### src/rtl/burst_pkg.sv
package burst_pkg;

    localparam logic [7:0] REG_SPEED = 8'h20;
    localparam logic [7:0] REG_OP    = 8'h21;
    localparam logic [7:0] REG_LEN   = 8'h34;
    localparam logic [7:0] REG_DEST  = 8'h35;
    localparam logic [7:0] REG_WIN   = 8'h36;

    localparam int OP_NACK_BIT  = 0;
    localparam int OP_COPY_BIT  = 1;
    localparam int OP_RELAY_BIT = 7;

    typedef enum logic [1:0] {
        BEAT_ADDR = 2'd0,
        BEAT_DATA = 2'd1,
        BEAT_STOP = 2'd2
    } beat_e;

    typedef enum logic [2:0] {
        SQ_IDLE,
        SQ_COPY,
        SQ_ADDR,
        SQ_DATA,
        SQ_STOP
    } seq_e;

    typedef struct packed {
        logic       valid;
        beat_e      kind;
        logic [7:0] data;
    } beat_t;

    typedef struct packed {
        logic       we;
        logic [7:0] addr;
        logic [7:0] data;
    } rfw_t;

    function automatic logic [7:0] clamp_len(logic [7:0] req, int depth);
        return (req > depth[7:0]) ? depth[7:0] : req;
    endfunction

endpackage

### src/rtl/burst_stage.sv
module burst_stage
    import burst_pkg::*;
#(
    parameter int DEPTH = 16,
    parameter int LENW  = $clog2(DEPTH + 1)
) (
    input  logic            clk,
    input  logic            rst,
    input  logic            len_we,
    input  logic [7:0]      len_in,
    input  logic            win_we,
    input  logic [7:0]      win_data,
    input  logic [LENW-1:0] rd_idx,
    output logic [LENW-1:0] len_q,
    output logic [7:0]      rd_byte
);

    logic [LENW-1:0] wptr_q;
    logic [7:0]      mem_q [DEPTH];
    logic [7:0]      len_c;
    logic            accept;

    assign len_c  = clamp_len(len_in, DEPTH);
    assign accept = win_we && (wptr_q < len_q);

    always_ff @(posedge clk) begin
        if (rst) begin
            len_q  <= '0;
            wptr_q <= '0;
        end else if (len_we) begin
            len_q  <= len_c[LENW-1:0];
            wptr_q <= '0;
        end else if (accept) begin
            wptr_q <= wptr_q + 1'b1;
        end
    end

    for (genvar g = 0; g < DEPTH; g++) begin : g_slot
        always_ff @(posedge clk) begin
            if (rst)
                mem_q[g] <= '0;
            else if (accept && (wptr_q == LENW'(g)))
                mem_q[g] <= win_data;
        end
    end

    always_comb begin
        rd_byte = '0;
        for (int i = 0; i < DEPTH; i++)
            if (rd_idx == LENW'(i))
                rd_byte = mem_q[i];
    end

endmodule

### src/rtl/burst_seq.sv
module burst_seq
    import burst_pkg::*;
#(
    parameter int LENW = 5
) (
    input  logic            clk,
    input  logic            rst,
    input  logic            start_copy,
    input  logic            start_relay,
    input  logic [LENW-1:0] len,
    input  logic [7:0]      dest,
    input  logic [7:0]      cur_byte,
    input  logic            bus_ready,
    input  logic            bus_nack,
    output logic [LENW-1:0] idx,
    output rfw_t            rfw,
    output beat_t           beat,
    output logic            copy_busy,
    output logic            relay_busy,
    output logic            nack_flag
);

    seq_e state_q;
    logic at_end;

    assign at_end = (idx == len);

    always_ff @(posedge clk) begin
        if (rst) begin
            state_q   <= SQ_IDLE;
            idx       <= '0;
            nack_flag <= 1'b0;
        end else begin
            case (state_q)
                SQ_IDLE: begin
                    idx <= '0;
                    if (start_copy) begin
                        state_q <= SQ_COPY;
                    end else if (start_relay) begin
                        state_q   <= SQ_ADDR;
                        nack_flag <= 1'b0;
                    end
                end
                SQ_COPY: begin
                    if (at_end) state_q <= SQ_IDLE;
                    else        idx     <= idx + 1'b1;
                end
                SQ_ADDR: begin
                    if (bus_ready) begin
                        if (bus_nack) begin
                            nack_flag <= 1'b1;
                            state_q   <= SQ_STOP;
                        end else begin
                            state_q   <= SQ_DATA;
                        end
                    end
                end
                SQ_DATA: begin
                    if (at_end) begin
                        state_q <= SQ_STOP;
                    end else if (bus_ready) begin
                        idx <= idx + 1'b1;
                        if (bus_nack) begin
                            nack_flag <= 1'b1;
                            state_q   <= SQ_STOP;
                        end
                    end
                end
                SQ_STOP: begin
                    if (bus_ready) state_q <= SQ_IDLE;
                end
                default: state_q <= SQ_IDLE;
            endcase
        end
    end

    always_comb begin
        rfw.we   = (state_q == SQ_COPY) && !at_end;
        rfw.addr = dest + 8'(idx);
        rfw.data = cur_byte;

        beat.valid = 1'b0;
        beat.kind  = BEAT_ADDR;
        beat.data  = dest;
        case (state_q)
            SQ_ADDR: beat.valid = 1'b1;
            SQ_DATA: begin
                beat.valid = !at_end;
                beat.kind  = BEAT_DATA;
                beat.data  = cur_byte;
            end
            SQ_STOP: begin
                beat.valid = 1'b1;
                beat.kind  = BEAT_STOP;
                beat.data  = 8'h00;
            end
            default: ;
        endcase
    end

    assign copy_busy  = (state_q == SQ_COPY);
    assign relay_busy = (state_q == SQ_ADDR) || (state_q == SQ_DATA) || (state_q == SQ_STOP);

endmodule

### src/rtl/burst_write_engine.sv
module burst_write_engine
    import burst_pkg::*;
#(
    parameter int DEPTH = 16
) (
    input  logic       clk,
    input  logic       rst,
    input  logic       host_we,
    input  logic [7:0] host_addr,
    input  logic [7:0] host_wdata,
    output logic [7:0] host_rdata,
    output logic       rf_we,
    output logic [7:0] rf_addr,
    output logic [7:0] rf_data,
    output logic [7:0] relay_speed,
    output logic       i2c_valid,
    output logic [1:0] i2c_kind,
    output logic [7:0] i2c_byte,
    input  logic       i2c_ready,
    input  logic       i2c_nack
);

    localparam int LENW = $clog2(DEPTH + 1);

    logic [7:0]      speed_q;
    logic [7:0]      dest_q;
    logic [LENW-1:0] len_q;
    logic [LENW-1:0] idx;
    logic [7:0]      cur_byte;
    logic            copy_busy, relay_busy, nack_flag;
    logic            idle, len_we, win_we, op_we;
    rfw_t            rfw;
    beat_t           beat;

    assign idle   = !copy_busy && !relay_busy;
    assign len_we = host_we && idle && (host_addr == REG_LEN);
    assign win_we = host_we && idle && (host_addr == REG_WIN);
    assign op_we  = host_we && idle && (host_addr == REG_OP);

    always_ff @(posedge clk) begin
        if (rst) begin
            speed_q <= '0;
            dest_q  <= '0;
        end else begin
            if (host_we && (host_addr == REG_SPEED))
                speed_q <= host_wdata;
            if (host_we && idle && (host_addr == REG_DEST))
                dest_q <= host_wdata;
        end
    end

    burst_stage #(.DEPTH(DEPTH), .LENW(LENW)) u_stage (
        .clk      (clk),
        .rst      (rst),
        .len_we   (len_we),
        .len_in   (host_wdata),
        .win_we   (win_we),
        .win_data (host_wdata),
        .rd_idx   (idx),
        .len_q    (len_q),
        .rd_byte  (cur_byte)
    );

    burst_seq #(.LENW(LENW)) u_seq (
        .clk         (clk),
        .rst         (rst),
        .start_copy  (op_we && host_wdata[OP_COPY_BIT]),
        .start_relay (op_we && host_wdata[OP_RELAY_BIT] && !host_wdata[OP_COPY_BIT]),
        .len         (len_q),
        .dest        (dest_q),
        .cur_byte    (cur_byte),
        .bus_ready   (i2c_ready),
        .bus_nack    (i2c_nack),
        .idx         (idx),
        .rfw         (rfw),
        .beat        (beat),
        .copy_busy   (copy_busy),
        .relay_busy  (relay_busy),
        .nack_flag   (nack_flag)
    );

    always_comb begin
        case (host_addr)
            REG_SPEED: host_rdata = speed_q;
            REG_OP:    host_rdata = {relay_busy, 5'b0, copy_busy, nack_flag};
            REG_LEN:   host_rdata = 8'(len_q);
            REG_DEST:  host_rdata = dest_q;
            default:   host_rdata = 8'h00;
        endcase
    end

    assign rf_we       = rfw.we;
    assign rf_addr     = rfw.addr;
    assign rf_data     = rfw.data;
    assign relay_speed = speed_q;
    assign i2c_valid   = beat.valid;
    assign i2c_kind    = beat.kind;
    assign i2c_byte    = beat.data;

endmodule

### config.mk
export PLATFORM = sky130hd
export DESIGN_NAME = burst_write_engine
export DESIGN_NICKNAME = d
export VERILOG_FILES = /design/src/rtl/burst_pkg.sv /design/src/rtl/burst_stage.sv /design/src/rtl/burst_seq.sv /design/src/rtl/burst_write_engine.sv
export SDC_FILE = /design/constraint.sdc
export NUM_CORES = 1
export LEC_CHECK = 0
export BUFFER_PORTS_ARGS = -buffer_cell sky130_fd_sc_hd__buf_2
export CORE_MARGIN = 5
export CORE_UTILIZATION = 40
export CTS_CLUSTER_SIZE = 28
export DETAILED_ROUTE_END_ITERATION = 7
export PLACE_DENSITY_LB_ADDON = 0.15
export SLEW_MARGIN = 20
export SYNTH_ARGS = -nofsm -noshare
export SYNTH_HDL_FRONTEND = slang
export SYNTH_HIERARCHICAL = 1
export SYNTH_SLANG_ARGS = --single-unit
### constraint.sdc
create_clock -name clk -period 5.83 [get_ports clk]
set_input_delay 0.8745 -clock clk [delete_from_list [all_inputs] [get_ports clk]]
set_output_delay 0.8745 -clock clk [all_outputs]
set_load 0.03 [all_outputs]
## Word-level counts from Yosys, hierarchy flattened

Memory sizes are Yosys's and may differ from the RTL's.
Index checks and enable logic that the tools add are counted.

| operators by class | value |
|---|---|
| $add $sub $neg | 3 |
| magnitude comparators | 2 |
| equal/unequal tests | 51 |
| multiplexer cells | 106 |
| bitwise logic cells | 16 |
| reduce and logical (&&, ||, !) cells | 44 |

Operators with widths:

| cell | number |
|---|---|
| 2-to-1 mux 8 bit | 32 |
| == test 5 x 4 -> 1 bit, second input constant | 16 |
| 2-to-1 mux 1 bit | 55 |
| == test 5 x 3 -> 1 bit, second input constant | 8 |
| == test 8 x 6 -> 1 bit, second input constant | 5 |
| case mux 8 bit (4 select lines) | 1 |
| logical AND 1 bit | 28 |
| 2-to-1 mux 3 bit | 9 |
| == test 5 x 2 -> 1 bit, second input constant | 4 |
| 2-to-1 mux 5 bit | 4 |
| case mux 10 bit (2 select lines) | 1 |
| bitwise OR 1 bit | 16 |
| case mux 3 bit (5 select lines) | 1 |
| case mux 5 bit (3 select lines) | 1 |
| != test 2 bit, second input constant | 6 |
| adder 5 x 1 -> 5 bit, second input constant | 2 |
| == test 5 x 1 -> 1 bit, second input constant | 2 |
| zero test 5 bit | 2 |
| adder 8 x 5 -> 8 bit | 1 |
| greater-than comparator 8 x 5 -> 1 bit, second input constant | 1 |
| AND reduction 4 bit | 2 |
| == test 3 x 2 -> 1 bit, second input constant | 2 |
| != test 3 x 2 -> 1 bit, second input constant | 2 |
| AND reduction 6 bit | 1 |
| 13 further kinds | 20 |

| storage, ports and cells | value |
|---|---|
| register bits after elaboration | 35 |
| memory bits (writable) | 128 |
| word-level logic and storage cells | 230 |
| memories kept | 1 |

Memory list:

| memory | words | bits a word | rd ports | clocked after Yosys merged registers in | write ports | line | RTL |
|---|---|---|---|---|---|---|---|
| u_stage.mem_q | 16 | 8 | 16 | 0 | 16 | burst_stage.sv:19 | `logic [7:0] mem_q [DEPTH];` |

## Depth between registers and ports, before layout

| logic depth | value |
|---|---|
| word-level depth | 18 |
| mapped depth | 12 |

## Cells and area by module

The synthesis kept the hierarchy.

By module, submodules not included:

| module | instances | cells an instance | area an instance (um^2) | seq. area each (um^2) |
|---|---|---|---|---|
| burst_stage | 1 | 658 | 6875.3 | 4043.9 |
| burst_seq | 1 | 150 | 1072.3 | 180.2 |
| burst_write_engine | 1 | 98 | 893.4 | 320.3 |

## Least setup slack after synthesis

No wires, ideal clock.

| timing path | value |
|---|---|
| path type | input-to-output |
| start | input port host_addr[7] |
| end | output port host_rdata[3] |
| data arrival time | 2.792 ns |
| data required time | 4.956 ns |
| path slack | 2.164 ns |
| cell stages on the path | 5 |
| buffers on the path | 1 |
| path through | or4b_1 buf_6 nor3_2 a22oi_1 o21ai_0 |

| between the ends | value |
|---|---|
| word-level cells in the longest chain between the ends | 2 |
| elaborated cells on any way between the ends | 5 |
| those cells by class | eq/ne: 4; mux: 1 |

RTL lines:

| item | line | RTL |
|---|---|---|
| from (decl) | burst_write_engine.sv:9 | `input logic [7:0] host_addr,` |
| == test 8 x 6 -> 1 bit | burst_write_engine.sv:83 | `case (host_addr)` |
| case mux 8 bit (4 select lines) (*) | burst_write_engine.sv:83 |  |
| to (decl) | burst_write_engine.sv:11 | `output logic [7:0] host_rdata,` |

Every way passes the cells marked *; elsewhere a longest branch is shown, timed or not.

## Worst setup path after layout

| timing path | value |
|---|---|
| start | register u_seq.idx[0] |
| end | output port i2c_byte[2] |

| between the ends | value |
|---|---|
| word-level cells in the longest chain between the ends | 18 |
| elaborated cells on any way between the ends | 33 |
| those cells by class | eq/ne: 15; mux: 17; reduce/logical: 1 |

RTL lines:

| item | line | RTL |
|---|---|---|
| from (decl) | burst_seq.sv:15 | `output logic [LENW-1:0] idx,` |
| from (signal assigned) | burst_seq.sv:46 | `else idx <= idx + 1'b1;` |
| from (signal assigned) | burst_seq.sv:62 | `idx <= idx + 1'b1;` |
| zero test 5 bit | burst_stage.sv:50 | `if (rd_idx == LENW'(i))` |
| 2-to-1 mux 8 bit (15 in series) | burst_stage.sv:50 |  |
| 2-to-1 mux 8 bit (*) | burst_stage.sv:50 |  |
| case mux 10 bit (2 select lines) (*) | burst_seq.sv:85 | `case (state_q)` |
| to (decl) | burst_write_engine.sv:18 | `output logic [7:0] i2c_byte,` |

Marks and branches as above.

==> run_results.csv <==
group,metric,value,unit
worst_setup_path,critPathMaxFanout,26,
hold_path,min_path_type,"flop to flop",
cells_and_area,final_util,0.4524,
sta,min_period_over_period,0.7297,
pwr,power.density,255.5,nW/um2
flow_run,maxCapViolations,0,
cts,postCtsSetupBuffers,0,
worst_setup_path,startpoint_type,"flop",
grt,antenna_found_initial,0,
die,rows,54,
cts,clk_pin_slew_worst_paths,70,ps
routing,remaining_drc_errors,0,
logic_synthesis,ys_top_cells_by_count,"183 x nor2_1, 128 x edfxtp_1, 74 x nand2_1, 44 x a21oi_1",
run_status,status,"complete, no violations",
cts,cts_buffers,17,
logic_synthesis,ys_top_cells_by_area,"edfxtp_1 43%, dfxtp_1 7.9%, nor2_1 7.8%, nand2_1 3.1%, a21oi_1 2.5%",
grt,first_global_vias,6773,
logic_synthesis,synth_top_cell_area_share,0.4348,
routing,dr.pass1.iters,6,
grt,grt-ovfl-total,0,
worst_setup_path,critical_path_class,"flop to output port",
pwr,p_leak,3.475,nW
logic_synthesis,yosysMostFrequentCell,"nor2_1",
logic_synthesis,synth_top_area_cell,"edfxtp_1",
logic_synthesis,synthArstFlopShare,0,
cells_and_area,drive_above_1_share,0.1508,
placement,post-dp-hpwl,20340,um
logic_synthesis,postSynthCellCount,906,
routing,wl_per_cell,23.27,um
logic_synthesis,ys_seq_area_frac,0.5140,
cts,cts.sinks,163,
sta,hold_viol,0,
placement,portBuffers,64,
grt,grt.total_usage,0.2295,
cts,hold_buffers,0,
pwr,vdd_drop_max,0.1923,mV
worst_setup_path,end_kind,"output port",
die,die_h,158.7,um
sta,finalSetupTns,0,ps
die,fp.coreArea,21820,um2
worst_setup_path,crit_required,4960,ps
routing,vias_per_cell,5.892,
cells_and_area,syn_to_final_growth,11.66,%
logic_synthesis,ys.flop_type,"edfxtp_1",
routing,vias,7235,
sta,setup_violations,0,
cells_and_area,fin_nets,972,
cts,cts_resized,0,
sta,rsz0062_at_grt,"false",
routing,wl,28570,um
placement,gp_congestion,0.9316,
logic_synthesis,ys.warnings.count,6,
logic_synthesis,ys_seq_elements,163,
cells_and_area,antenna_cells,0,
die,dieArea,25180,um2
die,start_util,0.4051,
routing,drt_iter0_drc,934,
sta,worst_pin_slew,969.5,ps
logic_synthesis,synth_edf_count,128,
sta,max_freq,235.1,MHz
sta,skew,7.604,ps
logic_synthesis,syn_area_per_cell,9.758,um2
logic_synthesis,synth_cell_type_count,76,
grt,grt_pass1_wl,42610,um
logic_synthesis,netlist_area,8841,um2
logic_synthesis,synth_nets,943,
cts,ctsHtreeMaxLevel,4,
die,dieWidth,158.7,um
cts,insertion_delay,420,ps
cts,cts_buffer_depth,2,
cts,cts_root_buf,"clkbuf_16",
sta,slew_headroom,0.3513,
die,ios,65,
routing,ant_nets,0,
cts,cts_tree,"done",
sta,maxSlewViolCount,0,
worst_setup_path,timing.critical_path.arrival,3380,ps
grt,grt_max_degree,57,
sta,post-route-min-period,4254,ps
-- logic make-up (layout without fill, tap and decap cells) --
group,count (synthesis),in the layout,share of synthesized area
xor gates and xnor gates,11,11,0.01090
adders and majority gates,16,16,0.02349
AOI/OAI and AO/OA,196,196,0.1509
and+or+nand+nor,395,395,0.2116
muxes,33,33,0.04274
buffers and inverters,92,134,0.04642
DFF,163,163,0.5140
-- cell type report --
type | count | area (um2)
tap | 280 | 350.3
clock buffer | 18 | 429.2
timing repair buffer | 76 | 410.4
multi-input combinational | 651 | 3886
sequential | 163 | 4547
clock inverter | 14 | 151.4
fill | 2150 | 11950
inverter | 26 | 97.59
-- through the flow --
stage                     cells  power (W)  hold slack, ps  cell area, um2  worst slack [ps]
after floorplan             906   0.001375           440.2            8841              2164
after global placement     1196   0.001426           501.1            9291              1960
after detailed placement   1196   0.001426           494.4            9291              1930
after CTS                  1228   0.002535           517.3            9872              1580
after global routing       1228   0.002598           539.1            9872              1364
final                      1228   0.002522           525.8            9872              1576
-- final timing paths --
check                                      from  depth (start not counted)  slack, ps                                 to
setup / recovery      u_seq/idx[0]$_SDFFE_PP0P_                         10       1580                        i2c_byte[2]
hold / removal     u_seq/nack_flag$_SDFFE_PP0P_                          1        530       u_seq/nack_flag$_SDFFE_PP0P_
hold reg to reg    u_seq/nack_flag$_SDFFE_PP0P_                          1        530       u_seq/nack_flag$_SDFFE_PP0P_
setup reg to reg  u_seq/state_q[1]$_SDFFE_PP0P_                          9       2230  u_stage/mem_q[1][2]$_SDFFCE_PN0P_
-- flip-flops by register name, indices dropped and copies added, names as in the netlist --
signal and cells:
dest_q 8, u_stage/mem_q 128, u_stage/len_q 5, u_seq/idx 5, u_seq/nack_flag 1, u_stage/wptr_q 5
relay_speed 8, u_seq/state_q 3
-- worst max-delay path, cell delays in order (launching register included) --
cell and delay (ps):
dfxtp_2 670, buf_4 310, nor2_1 90, nand2_1 230
inv_1 90, a31oi_1 170, o221ai_1 140, o311ai_0 790
o22ai_1 140, nor2_1 110, buf_2 200
-- power breakdown --
group | switching, W | internal (W) | total [W]
clock network | 0.000483 | 0.000636 | 0.00112
registers | 0.0000188 | 0.00129 | 0.00131
logic | 0.0000705 | 0.0000237 | 0.0000942
total | 0.000572 | 0.00195 | 0.00252
-- layer usage --
metal  track usage  vias to the layer above  share of wire
met3       0.04458                       29          0.086
met1        0.3373                     3537           0.44
met4       0.04874                        0          0.014
met2        0.3543                      322           0.46
li1              -                     3347              -
met5             0                        -              0
-- cells in the final DEF, fill, tap and decap left out, types with 4 or more instances in the layout --
cell type / instances
clkbuf_16: 17
inv_1: 25
dfxtp_1: 33
buf_2: 64
o22ai_1: 18
and3_1: 6
o211ai_1: 10
buf_4: 12
a31oi_1: 7
o311ai_0: 5
mux2_2: 8
clkinvlp_4: 4
nand2b_1: 10
o22a_1: 4
mux2i_1: 22
a22oi_1: 10
nand3_1: 27
a21o_1: 16
or4_1: 4
or2_2: 5
and2_1: 12
nor3_1: 17
ha_1: 15
nand2_1: 74
a31o_2: 7
a211oi_1: 4
o2bb2ai_1: 5
xnor2_1: 10
inv_6: 4
nor3b_1: 5
nor2b_1: 17
a221oi_1: 4
a21oi_1: 44
edfxtp_1: 128
o21ai_0: 30
nor2_1: 183
or3_1: 4
nand3b_1: 6
No activity file was read; power rests on OpenSTA's default activity.
